**config.mk**
```make
export PLATFORM = sky130hd
export DESIGN_NAME = dac_wave_ctrl
export DESIGN_NICKNAME = d
export VERILOG_FILES = /design/src/rtl/dwc_pkg.sv /design/src/rtl/dwc_regs.sv /design/src/rtl/dwc_trig.sv /design/src/rtl/dwc_wave.sv /design/src/rtl/dwc_dma.sv /design/src/rtl/dac_wave_ctrl.sv
export SDC_FILE = /design/constraint.sdc
export NUM_CORES = 1
export LEC_CHECK = 0
export ABC_AREA = 1
export BUFFER_PORTS_ARGS = -buffer_cell sky130_fd_sc_hd__clkbuf_2
export CAP_MARGIN = 5
export CORE_MARGIN = 4
export CORE_UTILIZATION = 40
export CTS_CLUSTER_DIAMETER = 80
export DETAILED_ROUTE_END_ITERATION = 6
export PLACE_DENSITY_LB_ADDON = 0.05
export SYNTH_ARGS = -nofsm -noshare
export SYNTH_HDL_FRONTEND = slang
export SYNTH_HIERARCHICAL = 1
export SYNTH_SLANG_ARGS = --single-unit
```
**constraint.sdc**
```tcl
create_clock -name clk -period 5.85 [get_ports clk]
set_input_delay 0 -clock clk [delete_from_list [all_inputs] [get_ports clk]]
set_output_delay 0 -clock clk [all_outputs]
set_load 0.005 [all_outputs]
```
**src/rtl/dwc_pkg.sv**
```systemverilog
package dwc_pkg;
  localparam int CODE_W  = 12;
  localparam int BUS_W   = 16;
  localparam int ADDR_W  = 4;
  localparam int NARROW_W = 8;
  localparam int TSEL_W  = 3;
  localparam int WIDTH_W = 4;
  localparam int N_TMR   = 4;
  localparam logic [CODE_W-1:0] LFSR_SEED = 12'hA5F;
  localparam logic [CODE_W-1:0] LFSR_TAPS = 12'h829;

  localparam logic [ADDR_W-1:0] A_CTRL   = 4'd0;
  localparam logic [ADDR_W-1:0] A_SWTRIG = 4'd1;
  localparam logic [ADDR_W-1:0] A_RIGHT  = 4'd2;
  localparam logic [ADDR_W-1:0] A_LEFT   = 4'd3;
  localparam logic [ADDR_W-1:0] A_NARROW = 4'd4;
  localparam logic [ADDR_W-1:0] A_OUT    = 4'd5;
  localparam logic [ADDR_W-1:0] A_STAT   = 4'd6;

  typedef enum logic [1:0] {
    WAVE_NONE  = 2'd0,
    WAVE_NOISE = 2'd1,
    WAVE_TRI   = 2'd2,
    WAVE_RSVD  = 2'd3
  } wave_e;

  typedef struct packed {
    logic               buf_off;
    logic               urun_ie;
    logic               dma_en;
    logic [WIDTH_W-1:0] width_m1;
    wave_e              mode;
    logic [TSEL_W-1:0]  tsel;
    logic               trig_en;
    logic               conv_en;
  } ctrl_t;

  localparam int CTRL_W = $bits(ctrl_t);

  function automatic logic [CODE_W-1:0] width_mask(input logic [WIDTH_W-1:0] f);
    logic [CODE_W-1:0] m;
    for (int i = 0; i < CODE_W; i++) m[i] = (i <= int'(f));
    return m;
  endfunction

  function automatic logic [CODE_W-1:0] sat_add(input logic [CODE_W-1:0] a,
                                                input logic [CODE_W-1:0] b);
    logic [CODE_W:0] s;
    s = {1'b0, a} + {1'b0, b};
    return s[CODE_W] ? '1 : s[CODE_W-1:0];
  endfunction

  function automatic logic [CODE_W-1:0] lfsr_step(input logic [CODE_W-1:0] s);
    return {s[CODE_W-2:0], ^(s & LFSR_TAPS)};
  endfunction
endpackage

```
**src/rtl/dwc_regs.sv**
```systemverilog
module dwc_regs
  import dwc_pkg::*;
(
  input  logic              clk,
  input  logic              rst_n,
  input  logic [ADDR_W-1:0] bus_addr,
  input  logic [BUS_W-1:0]  bus_wdata,
  input  logic              bus_wr,
  output logic [BUS_W-1:0]  bus_rdata,
  input  logic [CODE_W-1:0] out_code,
  input  logic              urun_flag,
  output ctrl_t             ctrl,
  output logic [CODE_W-1:0] hold,
  output logic              hold_wr,
  output logic              sw_pend,
  output logic              stat_clr
);
  localparam int PAD_W = CODE_W - NARROW_W;

  logic wr_ctrl, wr_sw, wr_right, wr_left, wr_narrow;

  assign wr_ctrl   = bus_wr && (bus_addr == A_CTRL);
  assign wr_sw     = bus_wr && (bus_addr == A_SWTRIG) && bus_wdata[0];
  assign wr_right  = bus_wr && (bus_addr == A_RIGHT);
  assign wr_left   = bus_wr && (bus_addr == A_LEFT);
  assign wr_narrow = bus_wr && (bus_addr == A_NARROW);
  assign hold_wr   = wr_right || wr_left || wr_narrow;
  assign stat_clr  = bus_wr && (bus_addr == A_STAT) && bus_wdata[0];

  always_ff @(posedge clk or negedge rst_n) begin
    if (!rst_n) begin
      ctrl    <= '0;
      hold    <= '0;
      sw_pend <= 1'b0;
    end else begin
      sw_pend <= wr_sw;
      if (wr_ctrl)   ctrl <= ctrl_t'(bus_wdata[CTRL_W-1:0]);
      if (wr_right)  hold <= bus_wdata[CODE_W-1:0];
      if (wr_left)   hold <= bus_wdata[BUS_W-1 -: CODE_W];
      if (wr_narrow) hold <= {bus_wdata[NARROW_W-1:0], {PAD_W{1'b0}}};
    end
  end

  always_comb begin
    bus_rdata = '0;
    unique case (bus_addr)
      A_CTRL:  bus_rdata[CTRL_W-1:0] = ctrl;
      A_RIGHT: bus_rdata[CODE_W-1:0] = hold;
      A_OUT:   bus_rdata[CODE_W-1:0] = out_code;
      A_STAT:  bus_rdata[0]          = urun_flag;
      default: bus_rdata             = '0;
    endcase
  end

  AST_SW_STROBE_ONE_CYCLE: assert property (@(posedge clk) disable iff (!rst_n)
    (sw_pend && !wr_sw) |=> !sw_pend);
  AST_NARROW_LOW_ZERO: assert property (@(posedge clk) disable iff (!rst_n)
    wr_narrow |=> (hold[PAD_W-1:0] == '0));
endmodule

```
**src/rtl/dwc_trig.sv**
```systemverilog
module dwc_trig
  import dwc_pkg::*;
(
  input  logic              clk,
  input  logic              rst_n,
  input  logic [N_TMR-1:0]  tmr_trig,
  input  logic              ext_trig,
  input  logic              sw_pend,
  input  logic [TSEL_W-1:0] tsel,
  input  logic              trig_en,
  input  logic              conv_en,
  output logic              fire_q
);
  localparam int N_SRC = 1 << TSEL_W;

  logic [N_SRC-1:0] src;
  logic             fire;

  for (genvar i = 0; i < N_SRC; i++) begin : g_src
    if (i < N_TMR) begin : g_tmr
      assign src[i] = tmr_trig[i];
    end else if (i == N_TMR) begin : g_ext
      assign src[i] = ext_trig;
    end else if (i == N_SRC - 1) begin : g_sw
      assign src[i] = sw_pend;
    end else begin : g_none
      assign src[i] = 1'b0;
    end
  end

  assign fire = conv_en && trig_en && src[tsel];

  always_ff @(posedge clk or negedge rst_n) begin
    if (!rst_n) fire_q <= 1'b0;
    else        fire_q <= fire;
  end

  AST_NO_FIRE_WHEN_OFF: assert property (@(posedge clk) disable iff (!rst_n)
    (!conv_en || !trig_en) |=> !fire_q);
endmodule

```
**src/rtl/dwc_wave.sv**
```systemverilog
module dwc_wave
  import dwc_pkg::*;
(
  input  logic               clk,
  input  logic               rst_n,
  input  logic               step,
  input  wave_e              mode,
  input  logic [WIDTH_W-1:0] width_m1,
  input  logic [CODE_W-1:0]  hold,
  output logic [CODE_W-1:0]  wave_code
);
  logic [CODE_W-1:0] lfsr_q, tri_q, mask;
  logic              up_q, step_noise, step_tri;

  assign mask       = width_mask(width_m1);
  assign step_noise = step && (mode == WAVE_NOISE);
  assign step_tri   = step && (mode == WAVE_TRI);

  always_ff @(posedge clk or negedge rst_n) begin
    if (!rst_n) begin
      lfsr_q <= LFSR_SEED;
      tri_q  <= '0;
      up_q   <= 1'b1;
    end else begin
      if (step_noise) lfsr_q <= lfsr_step(lfsr_q);
      if (step_tri) begin
        if (up_q) begin
          if (tri_q >= mask) begin
            up_q  <= 1'b0;
            tri_q <= tri_q - 1'b1;
          end else begin
            tri_q <= tri_q + 1'b1;
          end
        end else if (tri_q == '0) begin
          up_q  <= 1'b1;
          tri_q <= tri_q + 1'b1;
        end else begin
          tri_q <= tri_q - 1'b1;
        end
      end
    end
  end

  always_comb begin
    unique case (mode)
      WAVE_NOISE: wave_code = sat_add(hold, lfsr_q & mask);
      WAVE_TRI:   wave_code = sat_add(hold, tri_q);
      default:    wave_code = hold;
    endcase
  end

  AST_LFSR_NONZERO: assert property (@(posedge clk) disable iff (!rst_n)
    lfsr_q != '0);
  AST_TRI_UNIT_STEP: assert property (@(posedge clk) disable iff (!rst_n)
    step_tri |=> ((tri_q == $past(tri_q) + 12'd1) || (tri_q == $past(tri_q) - 12'd1)));
  AST_NO_WRAP: assert property (@(posedge clk) disable iff (!rst_n)
    wave_code >= hold);
endmodule

```
**src/rtl/dwc_dma.sv**
```systemverilog
module dwc_dma (
  input  logic clk,
  input  logic rst_n,
  input  logic xfer,
  input  logic dma_en,
  input  logic dma_ack,
  input  logic stat_clr,
  input  logic urun_ie,
  output logic dma_req,
  output logic urun_flag,
  output logic irq
);
  logic underrun;

  assign underrun = xfer && dma_en && dma_req && !dma_ack;

  always_ff @(posedge clk or negedge rst_n) begin
    if (!rst_n) begin
      dma_req   <= 1'b0;
      urun_flag <= 1'b0;
    end else begin
      if (!dma_en)      dma_req <= 1'b0;
      else if (xfer)    dma_req <= 1'b1;
      else if (dma_ack) dma_req <= 1'b0;
      if (underrun)      urun_flag <= 1'b1;
      else if (stat_clr) urun_flag <= 1'b0;
    end
  end

  assign irq = urun_flag && urun_ie;

  AST_REQ_ON_MOVE: assert property (@(posedge clk) disable iff (!rst_n)
    (xfer && dma_en) |=> dma_req);
  AST_ACK_DROPS_REQ: assert property (@(posedge clk) disable iff (!rst_n)
    (dma_ack && !xfer) |=> !dma_req);
  AST_UNDERRUN_SETS: assert property (@(posedge clk) disable iff (!rst_n)
    (xfer && dma_en && dma_req && !dma_ack) |=> urun_flag);
  AST_FLAG_STICKY: assert property (@(posedge clk) disable iff (!rst_n)
    (urun_flag && !stat_clr) |=> urun_flag);
  AST_IRQ_MASKED: assert property (@(posedge clk) disable iff (!rst_n)
    !urun_ie |-> !irq);
endmodule

```
**src/rtl/dac_wave_ctrl.sv**
```systemverilog
module dac_wave_ctrl
  import dwc_pkg::*;
(
  input  logic              clk,
  input  logic              rst_n,
  input  logic [ADDR_W-1:0] bus_addr,
  input  logic [BUS_W-1:0]  bus_wdata,
  input  logic              bus_wr,
  output logic [BUS_W-1:0]  bus_rdata,
  input  logic [N_TMR-1:0]  tmr_trig,
  input  logic              ext_trig,
  output logic              dma_req,
  input  logic              dma_ack,
  output logic              irq,
  output logic              buf_bypass,
  output logic [CODE_W-1:0] out_code
);
  ctrl_t             ctrl;
  logic [CODE_W-1:0] hold, wave_code;
  logic              hold_wr, sw_pend, stat_clr, urun_flag, xfer, copy_pend;

  dwc_regs u_regs (
    .clk(clk), .rst_n(rst_n), .bus_addr(bus_addr), .bus_wdata(bus_wdata),
    .bus_wr(bus_wr), .bus_rdata(bus_rdata), .out_code(out_code),
    .urun_flag(urun_flag), .ctrl(ctrl), .hold(hold), .hold_wr(hold_wr),
    .sw_pend(sw_pend), .stat_clr(stat_clr)
  );

  dwc_trig u_trig (
    .clk(clk), .rst_n(rst_n), .tmr_trig(tmr_trig), .ext_trig(ext_trig),
    .sw_pend(sw_pend), .tsel(ctrl.tsel), .trig_en(ctrl.trig_en),
    .conv_en(ctrl.conv_en), .fire_q(xfer)
  );

  dwc_wave u_wave (
    .clk(clk), .rst_n(rst_n), .step(xfer), .mode(ctrl.mode),
    .width_m1(ctrl.width_m1), .hold(hold), .wave_code(wave_code)
  );

  dwc_dma u_dma (
    .clk(clk), .rst_n(rst_n), .xfer(xfer), .dma_en(ctrl.dma_en),
    .dma_ack(dma_ack), .stat_clr(stat_clr), .urun_ie(ctrl.urun_ie),
    .dma_req(dma_req), .urun_flag(urun_flag), .irq(irq)
  );

  always_ff @(posedge clk or negedge rst_n) begin
    if (!rst_n) begin
      copy_pend <= 1'b0;
      out_code  <= '0;
    end else begin
      copy_pend <= hold_wr && ctrl.conv_en && !ctrl.trig_en;
      if (xfer)           out_code <= wave_code;
      else if (copy_pend) out_code <= hold;
    end
  end

  assign buf_bypass = ctrl.buf_off;

  AST_OUT_HOLDS: assert property (@(posedge clk) disable iff (!rst_n)
    (!xfer && !copy_pend) |=> $stable(out_code));
  AST_DISABLED_NO_COPY: assert property (@(posedge clk) disable iff (!rst_n)
    (hold_wr && !ctrl.conv_en) |=> !copy_pend);
endmodule

```
Word level (Yosys, flattened, before mapping)
Index checks and enable logic that the tools add are counted.
{"block": "totals", "register_bits": 68, "word_cells": 97, "output_inout_bits": 31, "in_bits": 29}
{"block": "op_classes", "n_mux": 24, "eq_ne": 9, "n_lt_le_gt_ge": 13, "n_reduce_logical": 28, "n_bitwise": 1, "addsub": 4}
{"cell": "$mux 12", "n": 10}
{"cell": "$pmux 11 s3", "n": 1}
{"cell": "$add 12x12->13", "n": 2}
{"cell": "$pmux 12 s2", "n": 1}
{"cell": "$logic_and 1x1->1", "n": 18}
{"cell": "$le 3x4->1 const A", "n": 4}
{"cell": "$le 4x4->1 const A", "n": 4}
{"cell": "$add 12x1->12 const B", "n": 1}
{"cell": "$and 12x12->12", "n": 1}
{"cell": "$eq 4x3->1 const B", "n": 3}
{"cell": "$ge 12x12->1", "n": 1}
{"cell": "$logic_not 12->1", "n": 1}
{"cell": "$reduce_xor 12->1", "n": 1}
{"cell": "$sub 12x1->12 const B", "n": 1}
{"cell": "$mux 1", "n": 9}
{"cell": "$eq 4x2->1 const B", "n": 2}
{"cell": "$le 2x4->1 const A", "n": 2}
{"cell": "$eq 4x1->1 const B", "n": 1}
{"cell": "$le 1x4->1 const A", "n": 1}
{"cell": "$logic_not 4->1", "n": 1}
{"cell": "$lt 3x4->1 const B", "n": 1}
{"cell": "$pmux 1 s4", "n": 1}
{"cell": "$reduce_bool 2->1", "n": 2}
{"cell": "$bmux 1 s3", "n": 1}
{"cell": "7 further kinds", "n": 9}

Depth between registers and ports, before layout
Gate-level depths: netlist (run 1).
{"block": "logic_depth", "ltp_word": 6, "ltp_mapped": 20, "mapped_depth_nobuf": 19}

By module
The synthesis (run 1) kept the hierarchy.
{"mod": "dwc_wave", "area_each_um2": 3762.4, "cells_each": 624, "seq_area_each_um2": 636.9, "n_inst": 1}
{"mod": "dwc_regs", "area_each_um2": 1690.4, "cells_each": 226, "seq_area_each_um2": 675.6, "n_inst": 1}
{"mod": "dac_wave_ctrl", "area_each_um2": 588.1, "cells_each": 69, "seq_area_each_um2": 325.3, "n_inst": 1}
{"mod": "dwc_trig", "area_each_um2": 106.4, "cells_each": 21, "seq_area_each_um2": 25.0, "n_inst": 1}
{"mod": "dwc_dma", "area_each_um2": 97.6, "cells_each": 14, "seq_area_each_um2": 50.0, "n_inst": 1}

Worst setup path after synthesis (run 1)
Ideal clock, no wire load.
{"block": "synth_timing", "path_kind": "register to register", "start": "register, netlist name u_regs/ctrl[10]", "end": "register out_code[2]", "arrival_time_ns": 2.487, "path_slack_ns": 3.239, "period_less_slack_ns": 2.611, "setup_time_ns": 0.124, "path_stages_with_launch": 17, "cell_sequence": "dfrtp_1 > nor2_1 > inv_1 > nor3_1 > nor2_1 > fa_1 > nand2_1 > nand3_2 > nand2_1 > nor2_1 > nor2_1 > buf_6 > o21ai_0 > a21oi_1 > a21oi_1 > nand2_1 > nand3_1"}
{"block": "synth_between", "elab_chain_cells": 6, "word_cells_on_any_way": 16, "classes_between": "1 x add/sub; 11 x order compare; 3 x mux; 1 x bitwise"}
{"element": "$le 1x4->1, or another cell as far along", "line_no": "dwc_pkg.sv:42", "text": "for (int i = 0; i < CODE_W; i++) m[i] = (i <= int'(f));"}
{"element": "$and 12x12->12 (*)", "line_no": "dwc_wave.sv:46", "text": "WAVE_NOISE: wave_code = sat_add(hold, lfsr_q & mask);"}
{"element": "$add 12x12->13 (*)", "line_no": "dwc_pkg.sv:49", "text": "s = {1'b0, a} + {1'b0, b};"}
{"element": "$mux 12 (*)", "line_no": "dwc_pkg.sv:50", "text": "return s[CODE_W] ? '1 : s[CODE_W-1:0];"}
{"element": "$pmux 12 s2 (*)", "line_no": "dwc_wave.sv:45", "text": "unique case (mode)"}
{"element": "named net wave_code[2]", "line_no": "dac_wave_ctrl.sv:19", "text": "logic [CODE_W-1:0] hold, wave_code;"}
{"element": "$mux 12 (*)", "line_no": "dac_wave_ctrl.sv:52", "text": "if (xfer) out_code <= wave_code;"}
{"element": "end signal: assignment", "line_no": "dac_wave_ctrl.sv:52"}
{"element": "end signal: assignment", "line_no": "dac_wave_ctrl.sv:53", "text": "else if (copy_pend) out_code <= hold;"}
{"element": "end: declaration", "line_no": "dac_wave_ctrl.sv:16", "text": "output logic [CODE_W-1:0] out_code"}
Mark *: on every way through the listed nets, which the timed path passes. The rest lies on a longest branch.
A chain may end at the register's enable or synchronous reset.

Worst setup path after layout (run 1)
{"block": "layout_timing", "start": "register, netlist name u_regs/ctrl[10]", "end": "register out_code[2]"}
{"block": "layout_between", "elab_chain_cells": 6, "word_cells_on_any_way": 16, "classes_between": "1 x add/sub; 11 x order compare; 3 x mux; 1 x bitwise"}
{"element": "$le 1x4->1, or another cell as far along", "line_no": "dwc_pkg.sv:42"}
{"element": "$and 12x12->12 (*)", "line_no": "dwc_wave.sv:46"}
{"element": "$add 12x12->13 (*)", "line_no": "dwc_pkg.sv:49"}
{"element": "$mux 12 (*)", "line_no": "dwc_pkg.sv:50"}
{"element": "$pmux 12 s2 (*)", "line_no": "dwc_wave.sv:45"}
{"element": "named net wave_code[2]", "line_no": "dac_wave_ctrl.sv:19"}
{"element": "$mux 12 (*)", "line_no": "dac_wave_ctrl.sv:52"}
Marks and branches as above.

==> metrics.yaml, run 1 <==
outcome: "finished clean"
vdd_drop_max_uv: 166.5
p_leak_nw: 3.717
io_pins: 60
hold_viol: 0
worst_slew_pin_slew_ns: 0.9549
synth_edf_count: 0
io_buffers: 57
synth.ff_latch_count: 68
grt.total_usage_pct: 22.30
crit_start: "u_regs/ctrl[10]"
cts_sinks: 68
final_util_pct: 46.02
die_x_microns: 132.9
clk_latency_ns: 0.34
seq_area_frac_synth_pct: 27.43
pwr_density_cell_mw_per_mm2: 416.4
finalCriticalPeriod_ns: 3.496
cts_buffers: 9
holdPathStages: 5
clk_pin_slew_worst_paths_ns: 0.06
maxCapViolCount: 0
ctsResizeCount: 0
routed_wl_microns: 19820
critPathLaunchType: "flop"
drt-initial-drc-count: 531
worstHoldPathType: "input pin to flop"
yosys_warnings: 6
fin_setup_tns_ns: 0
yosys.area.top_type: "dfrtp_1"
antenna_found_initial: 0
clk_path_buf_depth: 2
syn-cell-area_sq_mm: 0.006245
design.die.area_sq_mm: 0.01767
syn2layout_area_growth_pct: 12.44
htree_levels: 3
fin_skew_ns: 0.01247
fp.dieH_microns: 132.9
drc: 0
hold_path_startpoint: "ext_trig"
synthFlopType: "dfrtp_1"
synth_top_cells_by_count: "nand2_1 (306), nand3_1 (127), inv_1 (118), nor2_1 (75), dfrtp_1 (59)"
yosysMostFrequentCell: "nand2_1"
worstPathMaxFanout: 12
slew_headroom_pct: 36.11
end_kind: "flop"
fmax_mhz: 286.0
dp_worst_setup_slack_ns: 2.436
grt_pass1_vias: 5543
report.final.slew_viol_count: 0
syn_inst: 954
cts_tree: "done"
timing.final.crit_share_pct: 59.77
rsz0062_at_grt: "false"
setup_viol: 0
antennaDiodeCount: 0
syn_area_per_cell_sq_um: 6.546
gp_congestion: 0.9048
cp.required_ns: 6.07
place_hpwl_microns: 14810
synth.distinct_cells: 43
synth_top_area_share_pct: 23.64
fp-row-count: 45
cts-root-buf: "clkbuf_16"
antenna_left: 0
finalPower_w: 0.002924
viasPerCell: 5.079
grt_first_pass_wirelength_microns: 30990
first_pass_iters: 6
ff2ff_path_depth: 15
start_util_pct: 40.93
hold_path_end: "u_trig/fire_q"
nNetsFinal: 1077
coreArea_sq_mm: 0.01526
num_vias: 6206
finalWorstSetupSlack_ns: 2.354
ys_top_cells_by_area: "dfrtp_1 (24%), nand2_1 (18%), nand3_1 (10%)"
cp.arrival_ns: 3.71
synthArstFlopShare_pct: 100.0
wire_per_inst_microns: 16.22
rr_endpoint: "out_code[2]"
globalRouteOverflowTotal: 0
ff2ff_setup_slack_ns: 2.35
r2r_start: "u_regs/ctrl[10]"
grt_max_degree: 69
crit_type: "flop to flop"
drive_gt1_share_pct: 12.66
-- placed cells by master (no fill, tap or decap), types with 4 or more instances in the layout --
master and n:
xor2_1 21, inv_2 4, nor3_1 4, nand3_2 4, inv_1 118, nor2_2 12, o21ai_0 27, clkbuf_2 56
o21ai_2 11, clkbuf_16 9, nand4_1 18, a21oi_1 37, nand2_1 306, xnor2_1 8, dfstp_2 9, nor2_1 75
dlygate4sd3_1 16, o21ai_1 10, nand3_1 127, ha_1 40, dfrtp_1 59
-- per-layer routing --
metal | vias to the layer above | share of wire, % | global-route usage [%]
met1 | 2864 | 50 | 34.58
li1 | 3142 | - | -
met5 | - | 0 | 0
met4 | 0 | 2.0 | 5.774
met3 | 26 | 5.0 | 2.852
met2 | 174 | 43 | 32.39
-- worst max-delay path, cell delays in order (launching register included) --
cell	delay, ns
dfrtp_1	0.46
nor2_1	0.28
inv_1	0.14
nor3_1	0.22
nor2_1	0.13
fa_1	0.45
nand2_1	0.13
nand3_2	0.10
nand2_1	0.10
nor2_1	0.05
nor2_1	0.66
o21ai_0	0.24
a21oi_1	0.19
a21oi_1	0.08
nand2_1	0.07
nand3_1	0.08
-- how the worst max path moves through the flow --
stage | endpoint | slack (ns) | cells past startpoint
final | out_code[2] | 2.35 | 15
after global routing | out_code[2] | 2.10 | 15
after CTS | out_code[2] | 2.43 | 15
after detailed placement | out_code[2] | 2.44 | 15
after global placement | out_code[2] | 2.58 | 15
after floorplan | out_code[2] | 3.24 | 16
-- state kept, by name (all words and copies together) (netlist names) --
name             flops
out_code            12
u_wave/up_q          1
u_regs/ctrl         14
u_wave/tri_q        12
u_regs/sw_pend       1
u_regs/hold         12
copy_pend            1
u_wave/lfsr_q       12
u_dma/dma_req        1
u_trig/fire_q        1
u_dma/urun_flag      1
-- through the flow --
step                hold WS (ns)  cells  cell area [sq um]
floorplan                -0.2956    955               6248
global placement          0.2594   1190               6556
detailed placement        0.2572   1190               6556
CTS                      0.01399   1222               7022
global route             0.06160   1222               7022
finish                   0.02257   1222               7022
-- power by group --
| group | internal [W] | switching, W |
|---|---|---|
| Clock | 0.000353 | 0.000211 |
| Sequential | 0.000587 | 0.000268 |
| Combinational | 0.000576 | 0.000929 |
-- logic make-up (layout without fill, tap and decap cells) --
logic type,Yosys count,in the layout,synth area share [%]
AND/OR/NAND/NOR,567,567,40.33
flip-flops,68,68,27.43
adder cells (fa/ha/maj),42,42,8.656
buffers and inverters,157,213,11.38
AO/OA/AOI/OAI,90,90,8.075
XOR/XNOR,29,29,4.067
other,1,2,0.06005
-- area by class of cell --
class	instances	area (sq um)
Timing Repair Buffer	74	452.9
Clock buffer	12	256.5
Clock inverter	4	48.80
Fill cell	1636	8237
Multi-Input combinational cell	730	3825
Inverter	123	461.7
Tap cell	211	264.0
Sequential cell	68	1713
-- timing repair --
item | 4_1_cts | 5_1_grt
endpoints found under the hold margin | 86 | 0
hold buffers | 16 | 0
buffers inserted | 0 | 0
No activity file was read; power rests on OpenSTA's default activity.
==> inputs of run 2 (changes only) <==
Clock period 5.85 ns to 3.6 ns, I/O delays scaled along.
==> run 2 against run 1 <==
Compared with the run above: maximum frequency rose by 18%; cell count increased by 0.74%; setup slack worse by 1.7 ns; sequential share of layout area shrank 0.30 points; count of clock-buffer cells in the layout decreased by 1; routed wire length rose by 3.0%; sequential power is 59% higher; first-iteration DRC count down 8.7%; critical path depth up 1; clock skew fell by 0.0051 ns; clock power rose by 75%; critical endpoint unchanged.
==> metrics.yaml, run 2 (synthesis results as in run 1) <==
outcome: "finished clean"
drive_gt1_share_pct: 13.43
finalCriticalPeriod_ns: 2.954
seq_area_sq_mm: 0.001713
antenna_left: 0
largest_reg_flops: 14
design.die.area_sq_mm: 0.01767
postCtsSetupRepairBufs: 0
end_kind: "flop"
path_delay_family: "simple AND/OR/NAND/NOR gates"
wire_per_inst_microns: 16.59
crit_type: "flop to flop"
worst_slew_pin_slew_ns: 1.023
fp.dieH_microns: 132.9
p_leak_nw: 3.761
ff2ff_path_depth: 16
pwr_density_cell_mw_per_mm2: 684.6
slowest_stage: "dfrtp_1"
hold_viol: 0
viasPerCell: 5.053
fin_setup_tns_ns: 0
slew_headroom_pct: 31.56
clk_pin_slew_worst_paths_ns: 0.06
drt-initial-drc-count: 485
largest-register: "u_regs/ctrl"
nNetsFinal: 1086
multi_input_area_sq_mm: 0.003825
placed_cells: 1199
cts_buffers: 9
cp.arrival_ns: 3.17
coreArea_sq_mm: 0.01526
ctsResizeCount: 0
slowest_delay_ns: 0.46
antenna_found_initial: 0
rsz0062_at_grt: "false"
io_pins: 60
holdPathStages: 5
grt_max_degree: 69
report.final.slew_viol_count: 0
crit_chain: "nor2_1 > inv_1 > nor3_1 > nor2_1 > fa_1 > nand2_1 > nand3_2 > nand2_1 > nor2_1 > nor2_1 > buf_4 > o21ai_0 > a21oi_1 > a21oi_1 > nand2_1 > nand3_1"
cp.required_ns: 3.82
io_buffers: 57
fill_cells: 1630
setup_viol: 0
die_x_microns: 132.9
place_hpwl_microns: 15520
grt_pass1_vias: 5860
num_vias: 6220
critPathLaunchType: "flop"
maxCapViolCount: 0
drc: 0
cts_sinks: 68
worstHoldPathType: "input pin to flop"
stdcell_count: 1231
gp_congestion: 0.9400
cts-root-buf: "clkbuf_16"
routed_wl_microns: 20420
timing.critical_path.buf_inv: 2
grt_first_pass_wirelength_microns: 32230
grt.total_usage_pct: 23.25
final_common_cell: "nand2_1"
worst-path-stages: 16
layout_common_cells: "nand2_1 (306), nand3_1 (127), inv_1 (118), nor2_1 (75), dfrtp_1 (59)"
cts_tree: "done"
fp-row-count: 45
syn2layout_area_growth_pct: 13.86
path_common_cell: "nor2_1"
fmax_mhz: 338.5
first_pass_iters: 5
antennaDiodeCount: 0
clk_path_buf_depth: 2
globalRouteOverflowTotal: 0
clk_latency_ns: 0.34
fin_skew_ns: 0.007389
timing.final.crit_share_pct: 82.06
worstPathMaxFanout: 12
start_util_pct: 40.93
htree_levels: 3
vdd_drop_max_uv: 364.6
run 2: cell count changes in the layout (fill, tap and decap cells not counted), sizes merged:
cell / before / now
clkbuf: 68 / 67
clkinvlp: 0 / 2
bufinv: 1 / 2
buf: 2 / 11
clkinv: 4 / 1
inv: 122 / 123
run 2: worst register-to-register path, stage by stage (launching register included):
cell,delay [ns]
dfrtp_1,0.46
nor2_1,0.29
inv_1,0.13
nor3_1,0.24
nor2_1,0.12
fa_1,0.45
nand2_1,0.12
nand3_2,0.09
nand2_1,0.10
nor2_1,0.05
nor2_1,0.09
buf_4,0.20
o21ai_0,0.11
a21oi_1,0.15
a21oi_1,0.09
nand2_1,0.08
nand3_1,0.07
run 2: power by group:
part / internal, W / switching, W / leakage (nW) / total [W]
clock: 0.000628 / 0.000358 / 0.152 / 0.000986
combinational: 0.000961 / 0.00156 / 2.74 / 0.00252
sequential: 0.000954 / 0.000407 / 0.867 / 0.00136
run 2: final timing paths:
check                                        end  slack, ns        startpoint
worst max-delay path                 out_code[2]       0.65   u_regs/ctrl[10]
worst min-delay path               u_trig/fire_q       0.02          ext_trig
worst max register to register       out_code[2]       0.65   u_regs/ctrl[10]
worst min register to register  u_wave/lfsr_q[7]       0.49  u_wave/lfsr_q[7]
max in group asynchronous        u_wave/tri_q[0]       2.58             rst_n
min in group asynchronous           out_code[11]       0.40             rst_n
run 2: cell type report:
class / instances / share of cell area, %
Clock buffer: 11 / 3.414
Inverter: 123 / 6.493
Multi-Input combinational cell: 730 / 53.79
Timing Repair Buffer: 83 / 7.320
Clock inverter: 5 / 1.179
Tap cell: 211 / 3.713
Sequential cell: 68 / 24.09
run 2: repair_timing:
action,4_1_cts,5_1_grt
setup endpoints to repair,0,0
hold buffers,16,0
hold endpoints to repair,85,0
run 2: stage by stage:
step           power (W)  util [%]  setup WS [ns]  instance area (sq um)  hold WS, ns
3_3_place_gp    0.003873     43.41         0.7550                   6624       0.2594
4_1_cts         0.004891     46.60         0.6565                   7111     0.006248
6_report        0.004868     46.60         0.6457                   7111      0.01609
2_1_floorplan   0.003196         -         0.9892                   6248      -0.2956
3_5_place_dp    0.003862     43.41         0.6758                   6624       0.2594
5_1_grt         0.005299     46.60         0.2969                   7111      0.04678
run 2: layer usage:
| layer | part of all wire, % | track usage, % |
|---|---|---|
| met5 | 0 | 0 |
| met4 | 1.5 | 4.503 |
| met3 | 6.0 | 5.399 |
| met2 | 43 | 34.57 |
| met1 | 49 | 34.49 |
==> inputs of run 3 (changes only) <==
Clock period 3.6 ns to 2.4 ns, I/O delays scaled along.
==> run 3 against run 2 <==
Compared with the run above: the run now ends with negative setup slack left; sequential cell count did not move; count of clock-buffer cells in the layout did not move; combinational power rose by 100%; maximum frequency rose by 18%; worst hold slack improved by 0.020 ns; register-to-register slack got worse by 0.75 ns; highest routed layer unchanged; sequential share of layout area fell by 3.0 points; critical endpoint is now out_code[6]; core utilization rose by 6.8 points.
==> metrics.yaml, run 3 (synthesis results as in run 1) <==
outcome: "finished with violations"
violations: "negative setup slack"
setup_viol: 12
fmax_mhz: 398.5
maxCapViolCount: 0
place_hpwl_microns: 16870
io_pins: 60
globalRouteMet2Util_pct: 36.60
clk_path_buf_depth: 2
pwr_density_cell_mw_per_mm2: 1004
routed_wl_microns: 21620
ff2ff_setup_slack_ns: -0.11
timing.final.crit_share_pct: 104.5
viasPerCell: 4.964
crit_start: "u_regs/ctrl[9]"
first_pass_iters: 5
p_int_w: 0.004393
layout_common_cells: "nand2_1 (294), nand3_1 (123), inv_1 (115), buf_4 (114), nor2_1 (66)"
globalRoute.busiestLayer: "met2"
antennaDiodeCount: 0
cts_buffers: 9
largest-register: "u_regs/ctrl"
use_met1_pct: 36.53
gp_congestion: 0.9391
worst_slew_pin_slew_ns: 0.6269
design.die.area_sq_mm: 0.01767
worstHoldPathType: "input pin to flop"
vdd_drop_max_uv: 559.0
worstPathMaxFanout: 6
place_area_sq_mm: 0.007383
cts_sinks: 68
antenna_left: 0
clk_pin_slew_worst_paths_ns: 0.07
fin_setup_tns_ns: -0.7575
grt_first_pass_wirelength_microns: 33910
start_util_pct: 40.93
clk_latency_ns: 0.34
gr-usage-met3_pct: 4.943
slew_headroom_pct: 58.05
num_vias: 6662
fp-row-count: 45
coreArea_sq_mm: 0.01526
seq_area_sq_mm: 0.001714
finalCriticalPeriod_ns: 2.509
report.final.slew_viol_count: 0
finalInstanceArea_sq_mm: 0.008147
finalWorstSetupSlack_ns: -0.1091
largest_reg_flops: 14
critPathLaunchType: "flop"
p_leak_nw: 4.356
wire_per_inst_microns: 16.11
grt.total_usage_pct: 24.51
switchingPower_w: 0.003785
hold_viol: 0
r2r_start: "u_regs/ctrl[9]"
htree_levels: 3
rsz0062_at_grt: "true"
final_common_cell: "nand2_1"
fp.dieH_microns: 132.9
antenna_found_initial: 0
multi_input_area_sq_mm: 0.004026
cts_tree: "done"
end_kind: "flop"
syn2layout_area_growth_pct: 30.45
cts-root-buf: "clkbuf_16"
die_x_microns: 132.9
power_frac_clock_pct: 16.9
nNetsFinal: 1197
final_util_pct: 53.39
seq_power_share_pct: 21.0
drc: 0
hold_path_startpoint: "bus_wdata[14]"
finalPower_w: 0.008179
cp.required_ns: 2.63
io_buffers: 57
globalRouteOverflowTotal: 0
crit_type: "flop to flop"
cp.arrival_ns: 2.74
drive_gt1_share_pct: 26.17
swShare_pct: 46.28
fin_skew_ns: 0.008646
grt_max_degree: 45
pwr-share-comb_pct: 62.2
grt_pass1_vias: 6129
fill_cells: 1542
drt-initial-drc-count: 642
## run 3: cell count changes in the layout (fill, tap and decap cells not counted), sizes merged
cell    change
nand2       +1
clkinv      +2
inv         -1
buf       +110
bufinv      -1
## run 3: per-layer routing
metal  part of all wire (%)  routed length, microns  vias to the layer above
li1                       -                       -                     3385
met1                     49                   10600                     3084
met2                     44                    9467                      174
met3                    5.9                    1266                       19
met4                    1.3                     291                        0
met5                      0                       0                        -
## run 3: path summary, 6_finish.rpt
path / to / depth (start not counted)
worst min-delay path: u_regs/hold[10] / 5
max in group asynchronous: u_regs/hold[4] / 3
worst max-delay path: out_code[6] / 20
worst min register to register: copy_pend / 1
min in group asynchronous: out_code[3] / 2
worst max register to register: out_code[6] / 20
## run 3: metrics by stage
step,setup WS [ns],hold WS [ns],std cells
after global placement,-0.2890,0.04631,1298
after detailed placement,-0.3220,0.05421,1298
after CTS,-0.07772,0.009965,1341
final,-0.1091,0.03604,1342
after global routing,-0.3054,0.02852,1342
after floorplan,0.0006484,-0.2956,955
## run 3: repair_timing
action,CTS,global route
resized for setup,47,19
setup endpoints to repair,19,24
hold endpoints to repair,55,0
hold buffers,16,0
setup buffers,10,0
gates cloned,1,1
pin swaps,22,14
## run 3: final cells by class
cell class,count,area share (%)
clock buffer,11,2.980
clock inverter,5,0.7679
inverter,123,5.667
multi-input combinational,731,49.42
sequential,68,21.04
tap,211,3.241
timing repair buffer,193,16.88
## run 3: worst max-delay path: stages, from the launching register on
cell and delay, ns:
dfrtp_1 0.40, buf_4 0.15, nor2_1 0.10, inv_1 0.07
buf_4 0.13, nand2_2 0.06, nor2_2 0.05, ha_1 0.31
nand2_2 0.08, a21oi_1 0.05, nor2_1 0.13, nand2_2 0.08
nor2_4 0.12, buf_6 0.16, nand3b_1 0.12, nand2_1 0.09
nand2_1 0.07, nand2_1 0.06, nand2_1 0.06, nand2_1 0.06
nand3_1 0.06
## run 3: power groups by stage
stage          clock [W]  sequential (W)  combinational (W)
3_3_place_gp           0         0.00173            0.00471
3_5_place_dp           0         0.00173            0.00470
2_1_floorplan          0         0.00176            0.00305
6_report         0.00138         0.00171            0.00508
4_1_cts          0.00142         0.00171            0.00494
5_1_grt          0.00145         0.00175            0.00562
